[config.mk]
export PLATFORM = sky130hd
export DESIGN_NAME = bus_irq_daisy
export DESIGN_NICKNAME = d
export VERILOG_FILES = /design/src/rtl/bid_pkg.sv /design/src/rtl/bid_regs.sv /design/src/rtl/bid_reqmap.sv /design/src/rtl/bid_ackctl.sv /design/src/rtl/bus_irq_daisy.sv
export SDC_FILE = /design/constraint.sdc
export NUM_CORES = 1
export LEC_CHECK = 0
export ABC_AREA = 1
export ABC_CLOCK_PERIOD_IN_PS = 1900
export BUFFER_PORTS_ARGS = -buffer_cell sky130_fd_sc_hd__clkbuf_2
export CAP_MARGIN = 10
export CORE_MARGIN = 4
export CORE_UTILIZATION = 55
export CTS_CLUSTER_DIAMETER = 30
export CTS_CLUSTER_SIZE = 16
export DETAILED_ROUTE_END_ITERATION = 10
export GPL_ROUTABILITY_DRIVEN = 0
export HOLD_SLACK_MARGIN = 0.1
export PLACE_DENSITY = 0.77
export SLEW_MARGIN = 20
export SYNTH_ARGS = -nofsm -noshare
export SYNTH_HDL_FRONTEND = slang
export SYNTH_HIERARCHICAL = 1
export SYNTH_SLANG_ARGS = --single-unit
[constraint.sdc]
create_clock -name clk -period 1.9 [get_ports clk]
set_input_delay 0.19 -clock clk [delete_from_list [all_inputs] [get_ports clk]]
set_output_delay 0.19 -clock clk [all_outputs]
set_load 0.03 [all_outputs]
[src/rtl/bid_pkg.sv]
// Shared sizing and control-register bit positions for the bus interrupter.
// Assumes an 8-bit or wider data bus and a 3-bit request level.
package bid_pkg;
    localparam int NSRC_DEF = 4;
    localparam int LW_DEF   = 3;
    localparam int DW_DEF   = 8;
    localparam int CB_EXT   = 3;
    localparam int CB_IE    = 4;
    localparam int CB_FLAG  = 5;
    localparam int CB_AC    = 6;
endpackage

[src/rtl/bid_regs.sv]
// Register file and host port: per-source control fields and vectors.
// Assumes host accesses only occur while no acknowledge cycle is active.
module bid_regs #(
    parameter int NSRC = bid_pkg::NSRC_DEF,
    parameter int LW   = bid_pkg::LW_DEF,
    parameter int DW   = bid_pkg::DW_DEF,
    localparam int AW  = $clog2(2 * NSRC),
    localparam int IW  = $clog2(NSRC)
) (
    input  logic                      clk,
    input  logic                      rst_n,
    input  logic                      cs_n,
    input  logic                      rd_wr,
    input  logic [AW-1:0]             addr,
    input  logic [DW-1:0]             wdata,
    input  logic                      iack_n,
    input  logic                      ack_hit,
    input  logic [IW-1:0]             ack_idx,
    output logic [DW-1:0]             rdata_h,
    output logic                      dtack_h,
    output logic [NSRC-1:0][LW-1:0]   lvl,
    output logic [NSRC-1:0]           ie,
    output logic [NSRC-1:0]           ext,
    output logic [NSRC-1:0][DW-1:0]   vec
);
    logic [NSRC-1:0] flag_q, ac_q;
    logic            hdone_q;
    logic            sel_vec;
    logic [AW-1:0]   off;
    logic [IW-1:0]   idx;
    logic [DW-1:0]   cr_rd;

    // Decode the register index into a bank select and a source index.
    always_comb begin
        sel_vec = (addr >= AW'(NSRC));
        off     = sel_vec ? addr - AW'(NSRC) : addr;
        idx     = off[IW-1:0];
        cr_rd   = '0;
        cr_rd[LW-1:0]  = lvl[idx];
        cr_rd[bid_pkg::CB_EXT]  = ext[idx];
        cr_rd[bid_pkg::CB_IE]   = ie[idx];
        cr_rd[bid_pkg::CB_FLAG] = flag_q[idx];
        cr_rd[bid_pkg::CB_AC]   = ac_q[idx];
    end

    // Serve one host access per chip-select assertion and apply flag updates.
    always_ff @(posedge clk) begin
        if (!rst_n) begin
            lvl <= '0; ie <= '0; ext <= '0; vec <= '0;
            flag_q <= '0; ac_q <= '0;
            hdone_q <= 1'b0; dtack_h <= 1'b0; rdata_h <= '0;
        end else begin
            dtack_h <= 1'b0;
            if (cs_n) begin
                hdone_q <= 1'b0;
            end else if (!hdone_q && iack_n) begin
                hdone_q <= 1'b1;
                dtack_h <= 1'b1;
                if (rd_wr) begin
                    rdata_h <= sel_vec ? vec[idx] : cr_rd;
                end else if (sel_vec) begin
                    vec[idx] <= wdata;
                end else begin
                    lvl[idx]    <= wdata[LW-1:0];
                    ext[idx]    <= wdata[bid_pkg::CB_EXT];
                    ie[idx]     <= wdata[bid_pkg::CB_IE];
                    flag_q[idx] <= wdata[bid_pkg::CB_FLAG];
                    ac_q[idx]   <= wdata[bid_pkg::CB_AC];
                end
            end
            if (ack_hit) flag_q[ack_idx] <= !ac_q[ack_idx];
        end
    end


    host_dtack_pulse_chk: assert property (@(posedge clk) disable iff (!rst_n)
        dtack_h |=> !dtack_h);
endmodule

[src/rtl/bid_reqmap.sv]
// Pending latches per source and mapping of enabled requests onto levels.
// Assumes clr is one-hot or zero and comes from the acknowledge controller.
module bid_reqmap #(
    parameter int NSRC = bid_pkg::NSRC_DEF,
    parameter int LW   = bid_pkg::LW_DEF,
    localparam int NLVL = (1 << LW) - 1
) (
    input  logic                    clk,
    input  logic                    rst_n,
    input  logic [NSRC-1:0]         dev_irq,
    input  logic [NSRC-1:0]         ie,
    input  logic [NSRC-1:0][LW-1:0] lvl,
    input  logic [NSRC-1:0]         clr,
    output logic [NSRC-1:0]         active,
    output logic [NLVL-1:0]         irq_n
);
    logic [NSRC-1:0] pend_q;

    for (genvar g = 0; g < NSRC; g++) begin : g_src
        // Capture an enabled request; an acknowledge clears it first.
        always_ff @(posedge clk) begin
            if (!rst_n)                   pend_q[g] <= 1'b0;
            else if (clr[g])              pend_q[g] <= 1'b0;
            else if (dev_irq[g] && ie[g]) pend_q[g] <= 1'b1;
        end
        assign active[g] = pend_q[g] && ie[g] && (lvl[g] != '0);


        pend_cleared_chk: assert property (@(posedge clk) disable iff (!rst_n)
            clr[g] |=> !pend_q[g]);
    end

    for (genvar k = 1; k <= NLVL; k++) begin : g_lvl
        // Pull level k low while any active source is programmed to it.
        always_comb begin
            irq_n[k-1] = 1'b1;
            for (int s = 0; s < NSRC; s++)
                if (active[s] && lvl[s] == LW'(k)) irq_n[k-1] = 1'b0;
        end
    end
endmodule

[src/rtl/bid_ackctl.sv]
// Acknowledge controller: picks the lowest-index pending source at the
// acknowledged level, answers once per cycle, else passes the chain on.
// Assumes iack_n stays low for the whole acknowledge cycle.
module bid_ackctl #(
    parameter int NSRC = bid_pkg::NSRC_DEF,
    parameter int LW   = bid_pkg::LW_DEF,
    parameter int DW   = bid_pkg::DW_DEF,
    localparam int IW  = $clog2(NSRC)
) (
    input  logic                    clk,
    input  logic                    rst_n,
    input  logic                    iack_n,
    input  logic                    ack_in_n,
    input  logic [LW-1:0]           ack_lvl,
    input  logic [NSRC-1:0]         active,
    input  logic [NSRC-1:0][LW-1:0] lvl,
    input  logic [NSRC-1:0]         ext,
    input  logic [NSRC-1:0][DW-1:0] vec,
    output logic [NSRC-1:0]         clr,
    output logic                    hit,
    output logic [IW-1:0]           win,
    output logic                    dtack_a,
    output logic [DW-1:0]           rdata_a,
    output logic                    lack_q,
    output logic [IW-1:0]           lack_id,
    output logic                    pass_q
);
    logic [NSRC-1:0] match;
    logic            done_q, start, any;

    // Find the lowest-numbered matching source and form the clear strobe.
    always_comb begin
        win = '0;
        for (int i = NSRC - 1; i >= 0; i--) begin
            match[i] = active[i] && (lvl[i] == ack_lvl);
            if (match[i]) win = IW'(i);
        end
        any   = |match;
        start = !iack_n && !ack_in_n && !done_q;
        hit   = start && any;
        clr   = hit ? (NSRC'(1) << win) : '0;
    end

    // Answer one acknowledge per cycle, or hold the chain pass-through.
    always_ff @(posedge clk) begin
        if (!rst_n) begin
            done_q <= 1'b0; pass_q <= 1'b0; dtack_a <= 1'b0; lack_q <= 1'b0;
            rdata_a <= '0; lack_id <= '0;
        end else begin
            dtack_a <= 1'b0;
            lack_q  <= 1'b0;
            if (iack_n) begin
                done_q <= 1'b0;
                pass_q <= 1'b0;
            end else if (start) begin
                done_q <= 1'b1;
                if (!any) begin
                    pass_q <= 1'b1;
                end else if (ext[win]) begin
                    lack_q  <= 1'b1;
                    lack_id <= win;
                end else begin
                    dtack_a <= 1'b1;
                    rdata_a <= vec[win];
                end
            end
        end
    end


    clr_onehot_chk: assert property (@(posedge clk) disable iff (!rst_n)
        $onehot0(clr));

    vec_dtack_pulse_chk: assert property (@(posedge clk) disable iff (!rst_n)
        dtack_a |=> !dtack_a);

    one_response_chk: assert property (@(posedge clk) disable iff (!rst_n)
        $onehot0({dtack_a, lack_q}));

    pass_excl_chk: assert property (@(posedge clk) disable iff (!rst_n)
        pass_q |-> !(dtack_a || lack_q));

    chain_gate_chk: assert property (@(posedge clk) disable iff (!rst_n)
        ack_in_n |=> !(dtack_a || lack_q));
endmodule

[src/rtl/bus_irq_daisy.sv]
// Top of the bus interrupter: host register port, request mapping and
// daisy-chained acknowledge handling. All bus outputs are active-low logic.
module bus_irq_daisy #(
    parameter int NSRC = bid_pkg::NSRC_DEF,
    parameter int LW   = bid_pkg::LW_DEF,
    parameter int DW   = bid_pkg::DW_DEF,
    localparam int AW   = $clog2(2 * NSRC),
    localparam int IW   = $clog2(NSRC),
    localparam int NLVL = (1 << LW) - 1
) (
    input  logic            clk,
    input  logic            rst_n,
    input  logic            cs_n,
    input  logic            rd_wr,
    input  logic [AW-1:0]   addr,
    input  logic [DW-1:0]   wdata,
    output logic [DW-1:0]   rdata,
    output logic            dtack_n,
    input  logic [NSRC-1:0] dev_irq,
    output logic [NLVL-1:0] irq_n,
    input  logic            iack_n,
    input  logic            ack_in_n,
    output logic            ack_out_n,
    output logic            lack_n,
    output logic [IW-1:0]   lack_id
);
    logic [NSRC-1:0][LW-1:0] lvl;
    logic [NSRC-1:0][DW-1:0] vec;
    logic [NSRC-1:0]         ie, ext, active, clr;
    logic                    hit, dtack_h, dtack_a, lack_q, pass_q;
    logic [IW-1:0]           win;
    logic [DW-1:0]           rdata_h, rdata_a;

    bid_regs #(.NSRC(NSRC), .LW(LW), .DW(DW)) u_regs (
        .clk(clk), .rst_n(rst_n), .cs_n(cs_n), .rd_wr(rd_wr), .addr(addr),
        .wdata(wdata), .iack_n(iack_n), .ack_hit(hit), .ack_idx(win),
        .rdata_h(rdata_h), .dtack_h(dtack_h), .lvl(lvl), .ie(ie), .ext(ext),
        .vec(vec));

    bid_reqmap #(.NSRC(NSRC), .LW(LW)) u_map (
        .clk(clk), .rst_n(rst_n), .dev_irq(dev_irq), .ie(ie), .lvl(lvl),
        .clr(clr), .active(active), .irq_n(irq_n));

    bid_ackctl #(.NSRC(NSRC), .LW(LW), .DW(DW)) u_ack (
        .clk(clk), .rst_n(rst_n), .iack_n(iack_n), .ack_in_n(ack_in_n),
        .ack_lvl(addr[LW-1:0]), .active(active), .lvl(lvl), .ext(ext),
        .vec(vec), .clr(clr), .hit(hit), .win(win), .dtack_a(dtack_a),
        .rdata_a(rdata_a), .lack_q(lack_q), .lack_id(lack_id),
        .pass_q(pass_q));

    // Merge the two acknowledge sources onto the shared data port.
    assign dtack_n   = !(dtack_h || dtack_a);
    assign rdata     = dtack_a ? rdata_a : rdata_h;
    assign lack_n    = !lack_q;
    assign ack_out_n = !pass_q;


    dtack_src_excl_chk: assert property (@(posedge clk) disable iff (!rst_n)
        !(dtack_h && dtack_a));
endmodule

Word level (Yosys, flattened, before mapping)
Cells that the tools add are included.
- register bits: 88
- $add $sub $neg: 1
- order comparisons: 5
- equal/unequal tests: 32
- shifts and indexed selects: 1
- muxes and demuxes: 78
- bitwise operators: 8
- reduce and logical (&&, ||, !) cells: 77
- operator list (operator ; count):
    logical AND 1 bit ; 50
    == test 3 bit, second input constant ; 16
    two-way mux 8 bit ; 5
    two-way mux 1 bit ; 39
    binary-select mux 8 bit (select 2 bit) ; 2
    bitwise mux 32 bit ; 1
    two-way mux 4 bit ; 7
    == test 3 x 2 -> 1 bit, second input constant ; 8
    bitwise mux 4 bit ; 5
    demux 8 bit (select 2 bit) ; 1
    AND reduction 4 bit ; 4
    binary-select mux 1 bit (select 2 bit) ; 6
    bitwise mux 12 bit ; 1
    == test 3 x 1 -> 1 bit, second input constant ; 4
    == test 3 bit ; 4
    nonzero test 3 bit ; 4
    OR reduction 2 bit ; 6
    two-way mux 2 bit ; 5
    logical NOT 1 bit ; 8
    NOT 1 bit ; 8
    OR reduction 4 bit ; 2
    binary-select mux 3 bit (select 2 bit) ; 1
    demux 3 bit (select 2 bit) ; 1
    < comparator 2 x 3 -> 1 bit, second input constant ; 2
    other kinds (9) ; 12

Longest topological paths before layout
- word-level depth: 14
- mapped depth: 19
- depth with buffers taken out: 19

Modules after synthesis
Netlist, hierarchy kept.
- by module, submodules not included (module ; instances ; cells an instance ; area an instance (um^2) ; sequential area each (um^2)):
    bid_regs ; 1 ; 518 ; 3315.7 ; 1401.3
    bid_ackctl ; 1 ; 225 ; 1383.8 ; 280.3
    bid_reqmap ; 1 ; 109 ; 549.3 ; 80.1
    bus_irq_daisy ; 1 ; 29 ; 116.4 ; 0.0

Least setup slack after synthesis
Ideal clock, no wire load.
- path type: register -> register
- from: register u_regs/lvl[11] (netlist name)
- to: register u_regs.flag_q[2]
- setup time: 0.109 ns
- arrival: 1.920 ns
- data required time: 1.791 ns
- path slack: -0.129 ns
- stages on the path, launching flop included: 18
- clock period less this slack: 2.029 ns
- path through: dfxtp_1 -> inv_2 -> a21oi_1 -> inv_1 -> a21oi_1 -> nand2_1 -> nor2_4 -> nand2_2 -> nand2_4 -> nand2_4 -> inv_1 -> nor2_1 -> o21ai_0 -> nand3_1 -> nand2_1 -> inv_1 -> nand2_1 -> inv_1
- cells in the longest elaborated chain, start to end: 13
- elaborated cells on any way between the ends: 20
- ends and longest elaborated chain (what ; RTL line ; source):
    start, declared ; bid_regs.sv:21 ; output logic [NSRC-1:0][LW-1:0] lvl,
    start signal, assigned by index ; bid_regs.sv:64 ; lvl[idx] <= wdata[LW-1:0];
    nonzero test 3 bit * ; bid_reqmap.sv:26 ; assign active[g] = pend_q[g] && ie[g] && (lvl[g] != '0);
    logical AND 1 bit * ; bid_reqmap.sv:26 ;
    via active[3] ; bus_irq_daisy.sv:29 ; logic [NSRC-1:0] ie, ext, active, clr;
    logical AND 1 bit * ; bid_ackctl.sv:35 ; match[i] = active[i] && (lvl[i] == ack_lvl);
    two-way mux 2 bit * (4 in series) ; bid_ackctl.sv:36 ; if (match[i]) win = IW'(i);
    via win[0] ; bus_irq_daisy.sv:31 ; logic [IW-1:0] win;
    < comparator 2 x 3 -> 1 bit (not written as such) / >= comparator 2 x 1 -> 1 bit (equally long branches) ; bid_regs.sv:71 ; if (ack_hit) flag_q[ack_idx] <= !ac_q[ack_idx];
    logical AND 1 bit (not written as such) ; bid_regs.sv:71 ;
    two-way mux 1 bit (not written as such) ; bid_regs.sv:71 ;
    demux 1 bit (select 2 bit) ; - ;
    bitwise mux 4 bit * ; bid_regs.sv:71 ;
    two-way mux 4 bit * ; bid_regs.sv:71 ;
    end signal, assigned by index ; bid_regs.sv:67 ; flag_q[idx] <= wdata[bid_pkg::CB_FLAG];
    end signal, assigned by index ; bid_regs.sv:71 ;
    end, declared ; bid_regs.sv:26 ; logic [NSRC-1:0] flag_q, ac_q;
The timed path passes the listed nets; every way through them passes the cells marked *. The select of a mux whose other input is x is not followed.
A chain may end at the register's enable or synchronous reset.

Worst setup path after layout
- from: register u_regs/lvl[6] (netlist name)
- to: register u_regs.flag_q[2]
- elaborated cells on any way between the ends: 19
- RTL lines (what ; RTL line ; source):
    nonzero test 3 bit ; bid_reqmap.sv:26 ;
    logical AND 1 bit ; bid_reqmap.sv:26 ;
    via active[2] ; bus_irq_daisy.sv:29 ;
    logical AND 1 bit ; bid_ackctl.sv:35 ;
    OR reduction 4 bit ; bid_ackctl.sv:38 ; any = |match;
    logical AND 1 bit ; bid_ackctl.sv:40 ; hit = start && any;
    via hit ; bus_irq_daisy.sv:30 ; logic hit, dtack_h, dtack_a, lack_q, pass_q;
    two-way mux 4 bit ; bid_regs.sv:71 ;
The timed path passes the listed nets, and every way through them passes these cells. The select of a mux whose other input is x is not followed.

==> impl_metrics.csv <==
group,metric,value,unit
worst_setup_path,crit_chain,"nor2_4 -> a21oi_2 -> nand2_1 -> nor2_2 -> nand2_2 -> inv_4 -> nor2_4 -> inv_4 -> nor2_4 -> nor2_8 -> inv_1 -> nor3_2 -> buf_4 -> nand3b_1 -> nand2_1 -> inv_1",
layout,fin_area,0.006678,sq mm
logic_synthesis,yosys_warnings,6,
logic_synthesis,yosysSeqAreaShare,32.84,%
clocking,cts_root_buf,"clkbuf_8",
global_route,grt_pass1_wl,27160,um
logic_synthesis,synthDominantCellAreaShare,32.84,%
worst_setup_path,worstSetupEndpointType,"flop",
clocking,clock-sinks,88,
logic_synthesis,synth_fa_ha_area_share,0,%
logic_synthesis,synthArstFlopShare,0,%
logic_synthesis,synth_top_family_by_area,"simple AND/OR/NAND/NOR gates",
logic_synthesis,syn_nets,902,
detailed_routing,wl,17040,um
global_route,antenna_found_initial,0,
sta,finalCritPeriodShare,107.0,%
place,placed_area,0.006101,sq mm
logic_synthesis,yosysTopAreaCell,"dfxtp_1",
power,irDropWorstVdd,0.4273,mV
layout,num_antenna_cells,0,
layout,fin_cells,1118,
die,initial_utilization,57.25,%
clocking,cts_buffers,9,
sta,slew_violations,0,
worst_setup_path,path_common_cell,"nor2_4",
logic_synthesis,synth_compound_area_share,7.509,%
global_route,overflow,0,
place,port-buffer-count,40,
detailed_routing,postRouteAntennaNets,0,
detailed_routing,drt-pass1-iter-count,5,
run_status,status,"finished with violations",
die,ioPinCount,41,
layout,final_nets,1005,
detailed_routing,wl_per_cell,15.24,um
logic_synthesis,ys_ff_latch,88,
logic_synthesis,synth_area_leaders,"dfxtp_1 33%, nand2_1 21%, nor2_1 9.1%",
logic_synthesis,synth_commonest_cells,"306 x nand2_1, 130 x nor2_1, 88 x dfxtp_1",
global_route,grt_max_degree,45,
sta,fmax,491.8,MHz
worst_setup_path,criticalPathCategory,"flop to flop",
logic_synthesis,syn_area_per_cell,6.090,sq um
sta,worst_slew_pin_slew,0.4261,ns
sta,rsz0062_at_grt,"true",
power,leakage,3.259,nW
worst_setup_path,cp.buffers_inverters,5,
sta,setup_slack,-0.1334,ns
detailed_routing,post_drt_via_cell_ratio,5.430,
worst_setup_path,cp_max_fo,4,
die,die_w,106.8,um
worst_setup_path,r2r_start,"u_regs/lvl[6]",
die,fp.dieArea,0.01140,sq mm
logic_synthesis,synth_cell_types,32,
global_route,track_usage,29.38,%
worst_setup_path,cp.depth,16,
worst_setup_path,critPathLaunch,"u_regs/lvl[6]",
worst_setup_path,r2r_end,"u_regs/flag_q[2]",
detailed_routing,drc_errors,0,
logic_synthesis,synthMuxAreaShare,0,%
worst_setup_path,crit_family,"simple AND/OR/NAND/NOR gates",
run,cap_violations,0,
logic_synthesis,synth_area,0.005365,sq mm
place,dp.cells,1091,
worst_setup_path,rrSetupSlack,-0.13,ns
worst_setup_path,cp-endpoint,"u_regs/flag_q[2]",
worst_setup_path,r2r_cells,16,
place,dp_hpwl,11810,um
clocking,cts_tree,"built",
sta,min_period,2.033,ns
die,core_region_area,0.009371,sq mm
sta,finalHoldViolations,0,
sta,final-setup-viol-count,14,
logic_synthesis,synthSimpleGateAreaFrac,50.26,%
logic_synthesis,synth_edf_count,0,
worst_setup_path,critPathRequiredTime,2.16,ns
sta,fin_skew,0.01171,ns
sta,maxSlewHeadroom,71.51,%
worst_setup_path,critPathLaunchType,"flop",
worst_setup_path,cpMaxStageDelayCell,"dfxtp_4",
layout,n_fill_cell,803,
detailed_routing,drt_iter0_markers,470,
detailed_routing,via_count,6071,
layout,drive_gt1_share,27.00,%
clocking,path_clk_slew,0.09,ns
hold_path,holdCritPathClass,"primary input to flop",
sta,worst_hold_slack,0.1317,ns
logic_synthesis,synth_most_common_cell,"nand2_1",
clocking,htree_levels,3,
layout,syn_to_final_growth,24.46,%
power,power_density,507.6,mW/mm^2
logic_synthesis,synthXorXnorAreaFrac,0.4664,%
clocking,clockBufferDepth,2,
worst_setup_path,slowest_delay,0.37,ns
die,die_y,106.8,um
clocking,clock_latency,0.35,ns
logic_synthesis,synth_cells,881,
run_status,violations,"negative setup slack",
worst_setup_path,critPathArrivalTime,2.30,ns
logic_synthesis,ys.flop_type,"dfxtp_1",
die,rows,35,
global_route,grt_pass1_vias,5806,
## layout make-up
cell class / count / area [sq um] / area share [%]
repair buffers: 116 / 868.3 / 13.00
inverters: 88 / 355.3 / 5.321
clock buffers: 11 / 141.4 / 2.117
clock inverters: 5 / 40.04 / 0.5996
multi-input cells: 681 / 3322 / 49.75
flip-flops and latches: 88 / 1789 / 26.79
well taps: 129 / 161.4 / 2.417
## worst min-delay path by stage
stage                        start           endpoint  slack [ns]  cells after the start
floorplan                    rst_n  u_regs/rdata_h[7]        0.31                      2
global placement    u_regs/hdone_q     u_regs/hdone_q        0.45                      2
detailed placement           rst_n  u_regs/rdata_h[7]        0.46                      3
CTS                       ack_in_n       u_ack/done_q        0.12                      4
global route            dev_irq[2]    u_map/pend_q[2]        0.14                      3
finish                    ack_in_n       u_ack/done_q        0.13                      4
## worst reg2reg max path, stage by stage (launching register included)
cell and delay, ns:
dfxtp_4 0.37, nor2_4 0.12, a21oi_2 0.06, nand2_1 0.09
nor2_2 0.06, nand2_2 0.14, inv_4 0.06, nor2_4 0.18
inv_4 0.06, nor2_4 0.17, nor2_8 0.05, inv_1 0.14
nor3_2 0.07, buf_4 0.14, nand3b_1 0.14, nand2_1 0.07
inv_1 0.03
## where the power goes
part | switching (W) | total [W] | leakage (nW) | internal [W]
sequential | 0.0000161 | 0.00187 | 0.718 | 0.00186
clock | 0.000679 | 0.00120 | 0.0822 | 0.000519
combinational | 0.000226 | 0.000320 | 2.46 | 0.0000932
total | 0.000922 | 0.00339 | 3.26 | 0.00247
## metal layers
layer	vias to the layer above	global-route usage, %	routed length, um
li1	2963	-	-
met3	66	4.335	1318
met1	2748	35.60	6722
met2	294	50.67	8300
met5	-	0	0
met4	0	14.61	699
## sequential cells by signal, summed over array words and instances, names as in the netlist
name / flops
u_regs/ac_q: 4
u_regs/ext: 4
u_regs/ie: 4
u_ack/lack_id: 2
u_ack/pass_q: 1
u_map/pend_q: 4
u_regs/dtack_h: 1
u_regs/flag_q: 4
u_regs/hdone_q: 1
u_ack/dtack_a: 1
u_regs/vec: 32
u_ack/rdata_a: 8
u_regs/lvl: 12
u_regs/rdata_h: 8
u_ack/done_q: 1
u_ack/lack_q: 1
## cell usage in the layout, fill, tap and decap left out, types with 19 or more instances in the layout
master    synthesis  routed
o21ai_0          52      50
dfxtp_1          88      76
nor2_1          130     121
inv_1            66      60
inv_2            20      22
nand2_2           8      19
buf_4             5      61
nand2_1         306     292
nor2_2           24      28
nand3_1          50      46
clkbuf_2          0      40
nor3_1           42      39
## kinds of logic (layout without fill, tap and decap cells)
group	Yosys count	count (layout)
AO/OA/AOI/OAI	80	80
XOR/XNOR	2	2
buffers and inverters	112	220
flip-flops	88	88
AND/OR/NAND/NOR	599	599
## metrics by stage
| step | setup TNS [ns] | total power, W | setup slack, ns | util (%) |
|---|---|---|---|---|
| floorplan | 0 | 0.002097 | 0.01208 | - |
| global placement | -0.1366 | 0.002213 | -0.03903 | 65.10 |
| detailed placement | -1.021 | 0.002219 | -0.1214 | 65.10 |
| CTS | -0.01054 | 0.003398 | -0.006567 | 68.84 |
| global route | -3.550 | 0.003519 | -0.2609 | 71.26 |
| finish | -1.196 | 0.003389 | -0.1334 | 71.26 |
## what timing repair did
action	CTS	global route
hold buffers	1	0
gates resized for setup	31	58
cloned	1	0
endpoints found under the hold margin	1	0
pin swaps	11	28
setup buffers	5	5
endpoints found under the setup margin	12	18
(Power assumes the default switching activity.)
